### config.mk
export PLATFORM = sky130hd
export DESIGN_NAME = trace_recorder
export DESIGN_NICKNAME = d
export VERILOG_FILES = /design/src/rtl/trc_pkg.sv /design/src/rtl/trc_trigger.sv /design/src/rtl/trc_wr_ctrl.sv /design/src/rtl/trc_store.sv /design/src/rtl/trace_recorder.sv
export SDC_FILE = /design/constraint.sdc
export NUM_CORES = 2
export LEC_CHECK = 0
export ABC_CLOCK_PERIOD_IN_PS = 10200
export BUFFER_PORTS_ARGS = -buffer_cell sky130_fd_sc_hd__buf_2
export CORE_AREA = 2 2 417 419
export DETAILED_ROUTE_END_ITERATION = 8
export DIE_AREA = 0 0 419 421
export PLACE_DENSITY = 0.63
export SLEW_MARGIN = 30
export SYNTH_ARGS = -nofsm -noshare
export SYNTH_HDL_FRONTEND = slang
export SYNTH_SLANG_ARGS = --single-unit
export TNS_END_PERCENT = 10
### constraint.sdc
create_clock -name clk_i -period 10.2 [get_ports clk_i]
set_input_delay 1.02 -clock clk_i [delete_from_list [all_inputs] [get_ports clk_i]]
set_output_delay 1.02 -clock clk_i [all_outputs]
set_load 0.01 [all_outputs]
### src/rtl/trc_pkg.sv
package trc_pkg;
  localparam logic [2:0] SEL_OFF    = 3'b000;
  localparam logic [2:0] SEL_ALWAYS = 3'b001;

  // start source for gated selects: (sel-2) mod 3
  function automatic logic [1:0] start_src(input logic [2:0] sel);
    case (sel)
      3'b010, 3'b101: start_src = 2'd0;
      3'b011, 3'b110: start_src = 2'd1;
      default:        start_src = 2'd2;
    endcase
  endfunction

  function automatic logic [1:0] stop_src(input logic [1:0] start);
    stop_src = (start == 2'd2) ? 2'd0 : start + 2'd1;
  endfunction
endpackage

### src/rtl/trc_trigger.sv
module trc_trigger
  import trc_pkg::*;
(
  input  logic       clk_i,
  input  logic       rst_ni,
  input  logic [2:0] sel_i,
  input  logic [2:0] hit_i,
  output logic       active_o
);
  logic [1:0] s_idx, p_idx;
  logic       gated, armed_q;

  assign s_idx = start_src(sel_i);
  assign p_idx = stop_src(s_idx);
  assign gated = (sel_i > SEL_ALWAYS);

  always_ff @(posedge clk_i or negedge rst_ni) begin
    if (!rst_ni)            armed_q <= 1'b0;
    else if (!gated)        armed_q <= 1'b0;
    else if (hit_i[s_idx])  armed_q <= 1'b1;
    else if (hit_i[p_idx])  armed_q <= 1'b0;
  end

  assign active_o = (sel_i == SEL_ALWAYS) || (gated && armed_q);

  p_start_arms_r4: assert property (@(posedge clk_i) disable iff (!rst_ni)
    (gated && hit_i[s_idx]) |=> armed_q);
  p_stop_disarms_r4: assert property (@(posedge clk_i) disable iff (!rst_ni)
    (gated && hit_i[p_idx] && !hit_i[s_idx]) |=> !armed_q);
endmodule

### src/rtl/trc_wr_ctrl.sv
module trc_wr_ctrl #(
  parameter int unsigned DEPTH = 64,
  localparam int unsigned AW   = $clog2(DEPTH)
) (
  input  logic          clk_i,
  input  logic          rst_ni,
  input  logic          wr_req_i,
  input  logic          intrusive_i,
  input  logic          go_i,
  output logic          we_o,
  output logic [AW-1:0] wptr_o,
  output logic          wrap_o,
  output logic          halt_o
);
  localparam logic [AW-1:0] LAST = AW'(DEPTH - 1);

  logic [AW-1:0] wptr_q;
  logic          wrap_q, halt_q;

  assign we_o = wr_req_i && !halt_q && !go_i;

  always_ff @(posedge clk_i or negedge rst_ni) begin
    if (!rst_ni) begin
      wptr_q <= '0;
      wrap_q <= 1'b0;
      halt_q <= 1'b0;
    end else if (go_i) begin
      wptr_q <= '0;
      wrap_q <= 1'b0;
      halt_q <= 1'b0;
    end else if (we_o) begin
      wptr_q <= (wptr_q == LAST) ? '0 : wptr_q + 1'b1;
      if (wptr_q == LAST) begin
        wrap_q <= 1'b1;
        if (intrusive_i) halt_q <= 1'b1;
      end
    end
  end

  assign wptr_o = wptr_q;
  assign wrap_o = wrap_q;
  assign halt_o = halt_q;

  p_halt_at_full_r6: assert property (@(posedge clk_i) disable iff (!rst_ni)
    $rose(halt_q) |-> (wrap_q && wptr_q == '0));
  p_frozen_halted_r6: assert property (@(posedge clk_i) disable iff (!rst_ni)
    (halt_q && !go_i) |=> $stable(wptr_q));
  p_go_clears_r7: assert property (@(posedge clk_i) disable iff (!rst_ni)
    go_i |=> (!halt_q && !wrap_q && wptr_q == '0));
  p_full_sticky_r5: assert property (@(posedge clk_i) disable iff (!rst_ni)
    (wrap_q && !go_i) |=> wrap_q);
endmodule

### src/rtl/trc_store.sv
module trc_store #(
  parameter int unsigned DEPTH  = 64,
  parameter int unsigned DATA_W = 32,
  localparam int unsigned AW    = $clog2(DEPTH)
) (
  input  logic              clk_i,
  input  logic              rst_ni,
  input  logic              we_i,
  input  logic [AW-1:0]     wptr_i,
  input  logic              wrap_i,
  input  logic [DATA_W-1:0] wdata_i,
  input  logic              rd_req_i,
  input  logic              go_i,
  output logic [DATA_W-1:0] rd_data_o
);
  logic [DATA_W-1:0] mem_q [DEPTH];
  logic [AW-1:0]     rd_off_q, raddr;
  logic [DATA_W-1:0] rd_q;

  // offset counts from the oldest entry; DEPTH is a power of two
  assign raddr = (wrap_i ? wptr_i : '0) + rd_off_q;

  always_ff @(posedge clk_i) begin
    if (we_i) mem_q[wptr_i] <= wdata_i;
  end

  always_ff @(posedge clk_i or negedge rst_ni) begin
    if (!rst_ni) begin
      rd_off_q <= '0;
      rd_q     <= '0;
    end else begin
      if (rd_req_i) rd_q <= mem_q[raddr];
      if (go_i)          rd_off_q <= '0;
      else if (rd_req_i) rd_off_q <= rd_off_q + 1'b1;
    end
  end

  assign rd_data_o = rd_q;

  p_rd_idle_hold_r9: assert property (@(posedge clk_i) disable iff (!rst_ni)
    (!rd_req_i && !go_i) |=> ($stable(rd_q) && $stable(rd_off_q)));
endmodule

### src/rtl/trace_recorder.sv
module trace_recorder
  import trc_pkg::*;
#(
  parameter int unsigned DEPTH  = 64,
  parameter int unsigned DATA_W = 32
) (
  input  logic              clk_i,
  input  logic              rst_ni,
  input  logic [1:0]        mode_i,
  input  logic [2:0]        ss_sel_i,
  input  logic              pc_sync_en_i,
  input  logic              tr_valid_i,
  input  logic [DATA_W-1:0] tr_data_i,
  input  logic              tr_is_sync_i,
  input  logic [2:0]        bkpt_hit_i,
  input  logic              go_i,
  input  logic              rd_req_i,
  output logic [DATA_W-1:0] rd_data_o,
  output logic              halt_o,
  output logic              full_o
);
  localparam int unsigned AW = $clog2(DEPTH);

  logic          active, keep, wr_req, we;
  logic [AW-1:0] wptr;
  logic          wrap;

  trc_trigger i_trigger (
    .clk_i, .rst_ni, .sel_i(ss_sel_i), .hit_i(bkpt_hit_i), .active_o(active)
  );

  assign keep   = !mode_i[1] || (pc_sync_en_i && tr_is_sync_i);
  assign wr_req = tr_valid_i && active && keep;

  trc_wr_ctrl #(.DEPTH(DEPTH)) i_wr_ctrl (
    .clk_i, .rst_ni, .wr_req_i(wr_req), .intrusive_i(mode_i[0]), .go_i,
    .we_o(we), .wptr_o(wptr), .wrap_o(wrap), .halt_o(halt_o)
  );

  trc_store #(.DEPTH(DEPTH), .DATA_W(DATA_W)) i_store (
    .clk_i, .rst_ni, .we_i(we), .wptr_i(wptr), .wrap_i(wrap), .wdata_i(tr_data_i),
    .rd_req_i, .go_i, .rd_data_o
  );

  assign full_o = wrap;

  p_off_idle_r2: assert property (@(posedge clk_i) disable iff (!rst_ni)
    (ss_sel_i == SEL_OFF && !go_i) |=> $stable(wptr));
  p_profile_filter_r8: assert property (@(posedge clk_i) disable iff (!rst_ni)
    (mode_i[1] && !(pc_sync_en_i && tr_is_sync_i) && !go_i) |=> $stable(wptr));
  p_quiet_no_halt_r5: assert property (@(posedge clk_i) disable iff (!rst_ni)
    (!mode_i[0] && !halt_o) |=> !halt_o);
endmodule

# Word-level counts from Yosys, hierarchy flattened
# Memories as Yosys holds them, arrays and structs flattened. A register that Yosys moved wholly into a read port is not among the register bits.
# Index checks and enable logic that the tools add are counted.
[word_totals]
out_inout_bits = 34
ram_bits = 2048
in_bits = 47
reg_bits = 15
n_memories = 1
wordCells = 65
[op_classes]
n_lt_le_gt_ge = 3
mux = 24
add_sub_neg = 4
n_eq_ne = 8
reduce_logical = 20
[mem_list]
columns = ["name", "depth", "width", "rd", "rd_clocked_by_memory_dff", "wr", "line", "rtl"]
rows = [
  ["i_store.mem_q", 64, 32, 1, 1, 1, "trc_store.sv:16", "logic [DATA_W-1:0] mem_q [DEPTH];"],
]
[op_table]
columns = ["op", "count"]
rows = [
  ["two-way mux 6 bit", 6],
  ["two-way mux 1 bit", 14],
  ["adder 6 x 1 -> 6 bit, second input constant", 2],
  ["nonzero test 2 bit", 4],
  ["adder 6 bit", 1],
  ["equality test 3 x 2 -> 1 bit, second input constant", 2],
  ["equality test 3 bit, second input constant", 2],
  ["equality test 6 bit, second input constant", 1],
  ["logical AND 1 bit", 6],
  ["less-than comparator 2 x 3 -> 1 bit, second input constant", 2],
  ["binary-select mux 1 bit (select 2 bit)", 2],
  ["zero test 1 bit", 4],
  ["one-hot mux 2 bit (2 select lines)", 1],
  ["OR reduction 2 bit", 2],
  ["equality test 3 x 1 -> 1 bit, second input constant", 1],
  ["> comparator 3 x 1 -> 1 bit, second input constant", 1],
  ["!= test 3 bit, second input constant", 1],
  ["AND reduction 3 bit", 1],
  ["adder 2 x 1 -> 2 bit, second input constant", 1],
  ["equality test 2 bit, second input constant", 1],
  ["logical OR 1 bit", 2],
  ["two-way mux 2 bit", 1],
  ["AND reduction 2 bit", 1],
]

# Longest topological paths before layout
[logic_depth]
word_depth = 10
ltp_mapped = 15
depth_no_buf = 11

# Cells and area by module
# Synthesis repeated with hierarchy kept, for this count alone.
[unflattened]
cells_unflattened = 3890
hier_area_um2 = 80503.5
[modules_own_cells]
columns = ["module", "n_inst", "cells_each", "area_each_um2", "seq_area_each_um2"]
rows = [
  ["trc_store", 1, 3821, 79916.6, 62449.9],
  ["trc_wr_ctrl", 1, 45, 415.4, 200.2],
  ["trc_trigger", 1, 21, 155.1, 25.0],
  ["trace_recorder", 1, 3, 16.3, 0.0],
]

# Worst setup path after synthesis
# No wires, ideal clock.
[synth_path]
path_type = "input to register"
from = "in ss_sel_i[2]"
to = "mem i_store.mem_q[63][0], enable pin"
setup_time_ns = 0.421
cell_stages = 8
path_buffers = 2
required_ns = 9.779
setup_slack_ns = 5.703
arrival_ns = 4.076
path_cell_list = "clkbuf_1 > nor2_1 > mux2i_1 > a2111oi_0 > clkbuf_1 > and2_1 > nand4b_1 > nor2_1"
[synth_via]
elab_chain_len = 9
word_cells_on_any_way = 10
cone_classes = "order compare: 1; eq/ne: 1; mux: 2; reduce/logical: 6"
[synth_rtl]
columns = ["item", "line", "rtl"]
rows = [
  ["from (decl)", "trace_recorder.sv:10", "input logic [2:0] ss_sel_i,"],
  ["> comparator 3 x 1 -> 1 bit", "trc_trigger.sv:15", "assign gated = (sel_i > SEL_ALWAYS);"],
  ["logical AND 1 bit", "trc_trigger.sv:24", "assign active_o = (sel_i == SEL_ALWAYS) || (gated && armed_q);"],
  ["logical OR 1 bit (*)", "trc_trigger.sv:24", ""],
  ["logical AND 1 bit (*) (2 in a row)", "trace_recorder.sv:33", "assign wr_req = tr_valid_i && active && keep;"],
  ["logical AND 1 bit (*) (2 in a row)", "trc_wr_ctrl.sv:20", "assign we_o = wr_req_i && !halt_q && !go_i;"],
  ["two-way mux 1 bit (*)", "trc_store.sv:24", "if (we_i) mem_q[wptr_i] <= wdata_i;"],
  ["two-way mux 1 bit (implied by the code) (*)", "trc_store.sv:24", ""],
  ["to (decl)", "trc_store.sv:16", ""],
]
# Mark *: on every way between the ends. The rest lies on a longest branch, timed or not.

# Final worst setup path
[layout_path]
from = "reg i_wr_ctrl.wrap_q, in the netlist i_wr_ctrl.wrap_o"
to = "reg i_store.rd_q[4], in the netlist i_store.rd_data_o[4], read port of i_store.mem_q"
[layout_via]
elab_chain_len = 2
[layout_rtl]
columns = ["item", "line", "rtl"]
rows = [
  ["from (decl)", "trc_wr_ctrl.sv:18", "logic wrap_q, halt_q;"],
  ["from (signal assigned)", "trc_wr_ctrl.sv:25", "wrap_q <= 1'b0;"],
  ["from (signal assigned)", "trc_wr_ctrl.sv:29", "wrap_q <= 1'b0;"],
  ["from (signal assigned)", "trc_wr_ctrl.sv:34", "wrap_q <= 1'b1;"],
  ["two-way mux 6 bit", "trc_store.sv:21", "assign raddr = (wrap_i ? wptr_i : '0) + rd_off_q;"],
  ["adder 6 bit", "trc_store.sv:21", ""],
  ["to (decl)", "trc_store.sv:18", "logic [DATA_W-1:0] rd_q;"],
]
# No other way between the ends.
# A chain may end at the register's enable or synchronous reset.

==> results.cfg <==
[yosys]
ys.flop_type = edfxtp_1
synth_area_leaders = edfxtp_1, mux4_2, dfrtp_1, mux2i_1, nor2_1
synth_edf_count = 2048
synth-seq-cells = 2095
ys_seq_area_share_pct = 78.18
synth-compound-area-share_pct = 1.946
synth_simple_gate_area_share_pct = 1.484
synth_top_cell_area_share_pct = 76.71
synth_largest_area_cell = edfxtp_1
synth_top_family_by_area = multiplexers
synth_area_um2 = 80170
yosys.area_share.adder_pct = 0.1342
synth.distinct_cells = 51
syn-instance-count = 3499
syn-num-nets = 3554
async_flop_share_pct = 2.243
ys_warn_count = 0
synthMuxAreaShare_pct = 16.88
synth_xor_area_share_pct = 0.1623
syn_avg_cell_area_um2 = 22.91

[detailed_routing]
drt_iter0_drc = 4907
wl_per_cell_um = 32.12
avgViaCountPerCell = 6.067
ant_nets = 0
drc_errors = 0
dr_total_vias = 37770
firstDrtPassIters = 5
wl_um = 199900

[pwr]
cellLeakagePower_nw = 28.80
power_mw = 17.96
vdd_drop_max_uv = 153.3
pwr_density_cell_nw_per_um2 = 197.2

[cells_and_area]
finalNonFillerCells = 6226
fin_nets = 3777
drive_gt1_share_pct = 29.84
syn2layout_area_growth_pct = 13.58

[clock_tree]
numCtsBuffers = 199
clock_latency_ps = 830
postCtsResizedCells = 0
clk_pin_slew_ps = 60
post_cts_buffers = 0
cts_sinks = 2095
cts_tree = done
cts_max_level = 4
ctsLongestPathBuffers = 3
clockRootBuffer = clkbuf_16

[sta]
worst_slew_pin_slew_ps = 1081
fin_crit_ps = 5998
hold_violations = 0
finalMaxSlewViolations = 0
skew_ps = 25.76
max_freq_mhz = 166.7
setup-violations-final = 0
period_share_pct = 58.80
worst_slack_ps = 4202
rsz0062_at_grt = no
fin_tns_setup_ps = 0
slew_headroom_pct = 27.93
holdWs_ps = 512.5

[floorplanning]
rows = 153
dieArea_um2 = 176400
die_h_um = 421
core-area_um2 = 172500
initial_utilization_pct = 46.48
die_w_um = 419
pin_count = 81

[critical_path]
cp-start-kind = register
crit_arrival_ps = 6710
path_buf_inv = 4
path_cells = and2_1 > ha_4 > inv_1 > fa_4 > xnor2_2 > buf_12 > buf_4 > buf_4 > mux4_2 > nand2_1 > a32oi_1 > o21ai_0 > o32ai_1
worst_path_max_delay_cell = buf_4
worstPathRequired_ps = 10910
cp_max_fo = 80
cpMostUsedCell = buf_4
end_kind = register
worstSetupPathType = reg2reg
cpLargestDelayFamily = buffers and inverters
cp_slowest_stage_delay_ps = 800

[placement]
gp_congestion = 0.8102
dp_hpwl_um = 102100
place_ws_ps = 4086
dp_cells = 5843
port_buffers = 80

[global_route]
grtUsageTotal_pct = 22.89
grt_pass1_vias = 37950
grt_pass1_wl_um = 283900
overflow = 0
grt_max_degree = 154
antenna_found_initial = 8

[hold_path]
hold_class = in2async

[status]
status = complete, no violations

[job]
maxCapViolCount = 0
==> routing by layer <==
layer,track usage [%],wire length [um],up-vias
met5,0,13,-
met1,32.87,81550,20570
met2,36.39,97930,1606
met3,3.592,14610,285
li1,-,-,15310
met4,7.154,5844,2
==> stage by stage <==
step / instance area, um^2 / utilization, %
2_1_floorplan: 80170 / -
3_3_place_gp: 84290 / 48.87
3_5_place_dp: 84300 / 48.88
4_1_cts: 91010 / 52.77
5_1_grt: 91050 / 52.79
6_report: 91060 / 52.79
==> cell usage after synthesis, types with 6 or more instances <==
library cell  count
clkbuf_1        115
buf_2            46
mux4_2          569
buf_4            13
ha_1              7
a32oi_1          31
nand2_1         100
nand3_1          15
and2_1            6
o32ai_1          32
dfrtp_1          47
a21oi_1          46
nand4_1           9
nor2_1          125
xnor2_1           6
buf_1            18
xor2_1            7
a22o_1           31
mux2i_1          72
inv_1            39
o21ai_0          70
edfxtp_1       2048
==> cell type report <==
class / instances / area, um^2
inverters: 39 / 146.4
well taps: 2325 / 2909
clock buffers: 255 / 5449
clock inverters: 121 / 1247
flip-flops and latches: 2095 / 62680
diodes: 4 / 10.01
repair buffers: 214 / 1494
fillers: 13080 / 81420
multi-input cells: 1173 / 17130
==> worst paths after layout <==
| kind | start | to | slack (ps) | depth (start not counted) |
|---|---|---|---|---|
| max in group asynchronous | rst_ni | i_store.rd_data_o[26] | 8520 | 3 |
| min in group clk_i | ss_sel_i[1] | i_trigger.armed_q | 550 | 2 |
| hold reg to reg | i_store.rd_data_o[11] | i_store.rd_data_o[11] | 570 | 2 |
| setup reg to reg | i_wr_ctrl.wrap_o | i_store.rd_data_o[4] | 4200 | 13 |
| hold / removal | rst_ni | i_trigger.armed_q | 510 | 2 |
| setup / recovery | i_wr_ctrl.wrap_o | i_store.rd_data_o[4] | 4200 | 13 |
==> logic make-up after synthesis <==
logic type,Yosys count
adders and majority gates,8
and+or+nand+nor,281
DFF,2095
muxes,641
AOI/OAI and AO/OA,229
xor gates and xnor gates,14
buffers and inverters,231
==> state kept, by name, summed over array words and instances (netlist names) <==
signal / flops
i_wr_ctrl.wptr_o: 6
i_wr_ctrl.halt_o: 1
i_store.rd_data_o: 32
i_store.mem_q: 2048
i_trigger.armed_q: 1
i_wr_ctrl.wrap_o: 1
i_store.rd_off_q: 6
==> placed cells by master, fill, tap and decap left out, types with 4 or more instances in the layout <==
master     instances
edfxtp_1        2048
mux4_2           569
clkbuf_16        206
buf_4            128
nand2_1          100
buf_2             79
mux2i_1           72
nor2_4            64
nor2_1            60
o21ai_0           59
dfrtp_1           47
clkinv_2          44
a21oi_1           42
inv_1             39
clkinv_1          39
clkbuf_1          38
o32ai_1           32
a22o_1            31
a32oi_1           31
bufinv_16         25
nand3_1           15
clkbuf_8          11
o21ai_1           10
nand4_1            9
inv_6              7
and2_1             6
ha_1               6
xor2_1             5
xnor2_1            5
buf_12             5
diode_2            4
nor2b_1            4
==> power breakdown <==
| part | total [mW] | switching, mW | internal [mW] |
|---|---|---|---|
| Combinational | 0.891 | 0.528 | 0.363 |
| Clock | 7.56 | 3.16 | 4.40 |
| Sequential | 9.51 | 0.0353 | 9.47 |
| Total | 18.0 | 3.72 | 14.2 |
==> worst register-to-register path: cells and delay by family (launching register included) <==
| kind | cells | cell delay, ps |
|---|---|---|
| compound gates | 3 | 1710 |
| xor+xnor | 1 | 260 |
| fa+ha+maj | 2 | 670 |
| buf+inv | 4 | 2150 |
| flops | 1 | 450 |
| mux | 1 | 370 |
| simple gates | 2 | 260 |
==> repair_timing <==
| item | in CTS | in global routing |
|---|---|---|
| hold endpoints to repair | 2 | 0 |
| hold buffers | 1 | 0 |
| setup endpoints to repair | 0 | 0 |
Power figures use the tool's default switching activity.
